--- config.mk ---
export PLATFORM = sky130hd
export DESIGN_NAME = nzcv_thunk_eval
export DESIGN_NICKNAME = d
export VERILOG_FILES = /design/src/rtl/nzcv_thunk_eval.sv
export SDC_FILE = /design/constraint.sdc
export NUM_CORES = 1
export LEC_CHECK = 0
export BUFFER_PORTS_ARGS = -buffer_cell sky130_fd_sc_hd__buf_2
export CAP_MARGIN = 20
export CORE_MARGIN = 2
export CORE_UTILIZATION = 51
export DETAILED_ROUTE_END_ITERATION = 6
export GPL_TIMING_DRIVEN = 0
export PLACE_DENSITY = 0.88
export SYNTH_ARGS = -nofsm -noshare
export SYNTH_HDL_FRONTEND = slang
export SYNTH_SLANG_ARGS = --single-unit
--- constraint.sdc ---
create_clock -name clk -period 0.8 [get_ports clk]
set_input_delay 0.08 -clock clk [delete_from_list [all_inputs] [get_ports clk]]
set_output_delay 0.08 -clock clk [all_outputs]
set_load 0.02 [all_outputs]
--- src/rtl/nzcv_thunk_eval.sv ---
module nzcv_thunk_eval #(
  parameter int W       = 32,
  parameter int TAG_W   = 4,
  parameter bit REG_OUT = 1'b1
) (
  input  logic             clk,
  input  logic             rst_n,
  input  logic [TAG_W-1:0] op,
  input  logic [W-1:0]     dep1,
  input  logic [W-1:0]     dep2,
  input  logic [W-1:0]     ndep,
  output logic [W-1:0]     flags,
  output logic             bad_op
);
  localparam int NB = W - 1;
  localparam int ZB = W - 2;
  localparam int CB = W - 3;
  localparam int VB = W - 4;

  localparam logic [TAG_W-1:0] OP_COPY  = TAG_W'(0);
  localparam logic [TAG_W-1:0] OP_ADD   = TAG_W'(1);
  localparam logic [TAG_W-1:0] OP_SUB   = TAG_W'(2);
  localparam logic [TAG_W-1:0] OP_ADC   = TAG_W'(3);
  localparam logic [TAG_W-1:0] OP_SBB   = TAG_W'(4);
  localparam logic [TAG_W-1:0] OP_LOGIC = TAG_W'(5);
  localparam logic [TAG_W-1:0] OP_MUL   = TAG_W'(6);
  localparam logic [TAG_W-1:0] OP_MULL  = TAG_W'(7);

  // one adder for add/adc, one for sub/sbb (sub as A + ~B + cin)
  logic         add_cin, sub_cin;
  logic [W:0]   add_w, sub_w;
  logic [W-1:0] add_r, sub_r;
  logic         add_v, sub_v;

  assign add_cin = (op == OP_ADC) & ndep[0];
  assign sub_cin = (op == OP_SUB) | ((op == OP_SBB) & ndep[0]);
  assign add_w   = {1'b0, dep1} + {1'b0, dep2} + {{W{1'b0}}, add_cin};
  assign sub_w   = {1'b0, dep1} + {1'b0, ~dep2} + {{W{1'b0}}, sub_cin};
  assign add_r   = add_w[W-1:0];
  assign sub_r   = sub_w[W-1:0];
  assign add_v   = (add_r[NB] ^ dep1[NB]) & (add_r[NB] ^ dep2[NB]);
  assign sub_v   = (dep1[NB] ^ dep2[NB]) & (dep1[NB] ^ sub_r[NB]);

  logic       n, z, c, v, bad;
  logic [W-1:0] word;

  always_comb begin
    n = 1'b0; z = 1'b0; c = 1'b0; v = 1'b0; bad = 1'b0;
    case (op)
      OP_COPY: begin
        n = dep1[NB]; z = dep1[ZB]; c = dep1[CB]; v = dep1[VB];
      end
      OP_ADD, OP_ADC: begin
        n = add_r[NB]; z = (add_r == '0); c = add_w[W]; v = add_v;
      end
      OP_SUB, OP_SBB: begin
        n = sub_r[NB]; z = (sub_r == '0); c = sub_w[W]; v = sub_v;
      end
      OP_LOGIC: begin
        n = dep1[NB]; z = (dep1 == '0); c = dep2[0]; v = ndep[0];
      end
      OP_MUL: begin
        n = dep1[NB]; z = (dep1 == '0); c = ndep[1]; v = ndep[0];
      end
      OP_MULL: begin
        n = dep2[NB]; z = ((dep1 | dep2) == '0); c = ndep[1]; v = ndep[0];
      end
      default: bad = 1'b1;
    endcase
  end

  assign word = {n, z, c, v, {(W-4){1'b0}}};

  generate
    if (REG_OUT) begin : g_reg
      always_ff @(posedge clk or negedge rst_n) begin
        if (!rst_n) begin
          flags  <= '0;
          bad_op <= 1'b0;
        end else begin
          flags  <= word;
          bad_op <= bad;
        end
      end

      p_low_zero_r10: assert property (@(posedge clk) disable iff (!rst_n)
        flags[VB-1:0] == '0);
      p_bad_tag_r9: assert property (@(posedge clk) disable iff (!rst_n)
        op[TAG_W-1] |=> (bad_op && flags == '0));
      p_good_tag_r9: assert property (@(posedge clk) disable iff (!rst_n)
        !op[TAG_W-1] |=> !bad_op);
      p_copy_r1: assert property (@(posedge clk) disable iff (!rst_n)
        (op == OP_COPY) |=> flags[NB:VB] == $past(dep1[NB:VB]));
      p_logic_cv_r6: assert property (@(posedge clk) disable iff (!rst_n)
        (op == OP_LOGIC) |=> (flags[CB] == $past(dep2[0]) && flags[VB] == $past(ndep[0])));
      p_mul_cv_r7: assert property (@(posedge clk) disable iff (!rst_n)
        (op == OP_MUL || op == OP_MULL) |=> flags[CB:VB] == $past(ndep[1:0]));
      p_carry_clean_r4: assert property (@(posedge clk) disable iff (!rst_n)
        (op == OP_ADC || op == OP_SBB || op == OP_LOGIC) |-> ndep[W-1:1] == '0);
      p_pair_clean_r7: assert property (@(posedge clk) disable iff (!rst_n)
        (op == OP_MUL || op == OP_MULL) |-> ndep[W-1:2] == '0);
      p_shco_clean_r6: assert property (@(posedge clk) disable iff (!rst_n)
        (op == OP_LOGIC) |-> dep2[W-1:1] == '0);
    end else begin : g_comb
      assign flags  = word;
      assign bad_op = bad;
    end
  endgenerate
endmodule

Word level (Yosys, flattened, before mapping) --
Index checks and enable logic that the tools add are counted.
Word-level totals: flip-flop bits (word level) 5, bits in latches 0, RAM bits 0, ROM bits 0, input bits 102, output and inout bits 33, logic and storage cells 41, memories 0
Cells by class: add/subtract/negate cells 4, multiply operators 0, divide/modulo/power cells 0, magnitude comparators 0, eq/ne operators 7, shift-type cells 0, muxes and demuxes 5, bitwise logic cells 11, reductions and logical operators 12
Operator list (count):
- $logic_not 32->1 | 4
- $add 32x32->33 | 2
- $add 33x1->33 | 2
- $not 32->32 | 1
- $or 32x32->32 | 1
- $eq 4x3->1 const B | 4
- $pmux 1 s5 | 2
- $eq 4x2->1 const B | 2
- $pmux 1 s4 | 2
- $reduce_or 2->1 | 4
- $reduce_or 8->1 | 1
- $reduce_or 3->1 | 2
- $and 1x1->1 | 4
- $eq 4x1->1 const B | 1
- $logic_not 4->1 | 1
- $xor 1x1->1 | 4
- $mux 1 | 1
- $or 1x1->1 | 1

Depth between registers and ports, before layout --
depth after elaboration 7, depth in mapped cells 17, depth with buffers taken out 16

Worst setup path before layout --
No wires, ideal clock.
path type input -> register, start in op[3], end reg flags[30], library setup time 0.066 ns, arrival time 3.370 ns, required time 0.734 ns, path slack -2.636 ns, cell stages on the path 14, buffers on the path 1, cell sequence clkbuf_1 > nor3b_2 > and3_1 > fa_1 > a21oi_1 > o221a_4 > mux2_4 > o41ai_2 > nand4_1 > or4_1 > or4_1 > a2111oi_2 > a21oi_1 > nand2_1
Between the ends: longest elaborated chain between the ends 6, elaborated cells between the ends (all ways) 19, those cells by class add/sub: 2; eq/ne: 7; mux: 1; bitwise: 3; reduce/logical: 6
Ends and longest elaborated chain:
- start, declared | RTL line 8 | input logic [TAG_W-1:0] op,
- $eq 4x3->1 | RTL line 36, 49
- $and 1x1->1 | RTL line 36 | assign sub_cin = (op == OP_SUB) | ((op == OP_SBB) & ndep[0]);
- $or 1x1->1 | RTL line 36
- $add 33x1->33 | RTL line 38 | assign sub_w = {1'b0, dep1} + {1'b0, ~dep2} + {{W{1'b0}}, sub_cin};
- $logic_not 32->1 | RTL line 57 | n = sub_r[NB]; z = (sub_r == '0); c = sub_w[W]; v = sub_v;
- $pmux 1 s5 * | RTL line 49 | case (op)
- named net z | RTL line 44 | logic n, z, c, v, bad;
- end signal, assigned | RTL line 81 | flags <= word;
- end, declared | RTL line 12 | output logic [W-1:0] flags,
Mark *: on every way through the listed nets, which the timed path passes. The rest lies on a longest branch.

Worst setup path in the final report --
Ends and elaborated chain as after synthesis.

==> impl_metrics.ini <==
[detailed_routing]
vias = 6853
drtIter0Drc = 816
drc_errors = 0
wire_per_inst_um = 19.7
first_pass_iters = 6
drt-vias-per-instance = 6.49
ant_nets = 0
wirelength_mm = 20.8

[critical_path]
worstPathMaxFanout = 7
crit_path_top_delay_cell = or4_4
critPathKind = in -> reg
cpPeakStageDelay_ns = 0.59
worstPathRequired_ns = 0.97
crit_arrival_ns = 3.58
cp-end-kind = flip-flop
path_cells = clkbuf_16 > nor3b_4 > and3_4 > fa_2 > a2111oi_4 > nand4_1 > nor3_2 > nand4_1 > or4_1 > or4_4 > a2111oi_4 > a21oi_2 > nand2_1
crit_path_start_kind = input port

[final_layout]
fill_cells = 919
finalNetCount = 1120
antennaDiodeCount = 0
final_cells = 1056
drive_above_1_share_pct = 23.7
area_growth_pct = 24.5

[hold_path]
hp-class = in -> reg
hold_end = bad_op
whs_path_depth = 2
worstHoldStart = op[3]

[clocking]
cts_sinks = 5
htree_levels = 1
clkSlewWorstSetupHoldPaths_ns = 0.04
cts_tree = yes
root_buffer = clkbuf_8
cts-buffers-inserted = 3
clockBufferDepth = 2

[synth]
seq_area_frac_synth_pct = 2.29
synthCells = 797
yosysWarnings = 0
async_reset_ff_share_pct = 100
ys.flop_type = dfrtp_1
synth_seq_cells = 5
synth.distinct_cells = 78
synth_edf_count = 0
avgSynthCellArea_um2 = 6.85
syn_area_um2 = 5460

[sta]
fin_crit_sh_pct = 426
timing.slew.headroom_pct = 54.8
timing_hold_violations_final = 0
rsz0062_at_grt = true
finalSetupViolCount = 7
tns_ns = -8.68
max_freq_ghz = 0.294
layout_setup_ws_ns = -2.61
slew_violations = 0
min_period_ns = 3.41
worst_pin_slew_ns = 0.672

[grt]
grtUsageTotal_pct = 34.4
grt_pass1_vias = 6188
grt_pass1_wl_mm = 31.6
antenna_found_initial = 0
grt.overflow.total = 0
grt_max_degree = 11

[run_status]
failed_checks = setup timing
status = finished with violations

[floorplanning]
placementRows = 37
fp.dieW_um = 107
io_pins = 135
die_y_um = 107
coreArea_um2 = 10400
die_area_um2 = 11500
start_util_pct = 52.6

[power_and_ir_drop]
pwr_density_cell_nw_per_um2 = 878
leakagePower_nw = 3.21
ir_drop_v = 0.000488

[placed_design]
dp.cells = 1033
hpwl_mm = 16.5
gp_congestion = 1.01
io_buffers = 73
pre_cts_ws_ns = -3.08

[job]
maxCapViolations = 0
## through the flow
step / hold slack (ns) / instance area (um^2) / util (%) / total power, mW
5_1_grt: 0.0885 / 6800 / 65.5 / 6.33
3_5_place_dp: -0.0969 / 6230 / 60.1 / 4.73
2_1_floorplan: -0.216 / 5700 / - / 3.46
3_3_place_gp: -0.106 / 6230 / 60.1 / 4.69
4_1_cts: 0.102 / 6610 / 63.8 / 5.56
6_report: 0.0873 / 6800 / 65.5 / 5.97
## Yosys cell counts (10+ instances only)
library cell  instances  share of area (%)
nor4_1               18                2.1
nor2_1               47                3.2
xnor2_1              15                2.4
o21a_1               10                1.4
nand4_1              26                3.0
o21ai_0              40                3.7
ha_1                 94                 22
clkbuf_1             21                1.4
or4_1                12                1.7
a211oi_1             14                1.9
nor3_1               22                2.0
a21oi_1              64                5.9
nand2_1              40                2.8
buf_2                14                1.3
buf_4                31                4.3
a21o_1               13                1.8
o31ai_1              19                2.6
nand3_1              26                2.4
a31oi_1              14                1.6
nor2b_1              10                1.1
inv_1               100                6.9
## registers in the layout, summed over array words and instances, names as in the netlist
signal	count
flags	4
bad_op	1
## cell type report
| type | count | area (um^2) | area share (%) |
|---|---|---|---|
| buffer | 65 | 445 | 6.55 |
| timing repair buffer | 95 | 587 | 8.63 |
| multi-input combinational | 648 | 5040 | 74.1 |
| sequential | 5 | 125 | 1.84 |
| inverter | 103 | 387 | 5.69 |
| tap | 136 | 170 | 2.50 |
| clock buffer | 4 | 45.0 | 0.663 |
## metal layers
metal,global-route usage (%),up-vias,share of wire [%]
met2,55.2,546,45
met1,45.0,3087,38
li1,-,3126,-
met3,7.02,94,13
met4,14.2,0,5.2
met5,0,-,0
## cells by family after synthesis
group	synth area share (%)
compound gates	32.5
simple gates	23.1
buf+inv	14.2
fa+ha+maj	22.7
xor+xnor	3.37
mux	1.79
flops	2.29
other cells	0.0687
## timing repair
action	4_1_cts	5_1_grt
setup endpoints to repair	9	9
buffers inserted	14	7
hold endpoints to repair	5	0
pin swaps	25	29
gates resized for setup	44	41
hold buffers	1	0
gates cloned	0	0
## worst max-delay path, delay by kind of cell
family                     cells  cell delay (ns)
buffers and inverters          1             0.13
AOI/OAI and AO/OA              3             0.87
adders and majority gates      1             0.46
and+or+nand+nor                8             2.04
## worst max path at each step
stage          start         to  slack, ns
2_1_floorplan  op[1]  flags[30]      -2.33
3_3_place_gp   op[2]  flags[30]      -3.16
3_5_place_dp   op[2]  flags[30]      -3.08
4_1_cts        op[2]  flags[30]      -2.53
5_1_grt        op[3]  flags[30]      -2.63
6_report       op[3]  flags[30]      -2.61
## power by group
part / total [mW] / switching, mW / internal, mW
registers: 0.284 / 0.00996 / 0.274
logic: 5.18 / 3.24 / 1.94
clock network: 0.502 / 0.157 / 0.345
total: 5.97 / 3.41 / 2.56
## cells in the final DEF (no fill, tap or decap), types with 5 or more instances in the layout
cell type	instances
inv_1	97
ha_1	91
buf_2	74
a21oi_1	59
buf_4	51
nor2_1	44
nand2_1	39
o21ai_0	36
conb_1	28
nand4_1	26
nand3_1	25
nor3_1	19
clkbuf_1	17
nor4_1	16
o31ai_1	15
xnor2_1	15
a31oi_1	14
a21o_1	13
a211oi_1	12
o21a_1	10
buf_6	9
nor2b_1	9
or3_1	8
or4_1	8
o211ai_1	7
a21oi_2	6
mux2i_1	6
inv_2	5
o21bai_1	5
xor2_1	5
dfrtp_1	5
Note: power is estimated with default switching activity, not from simulation.
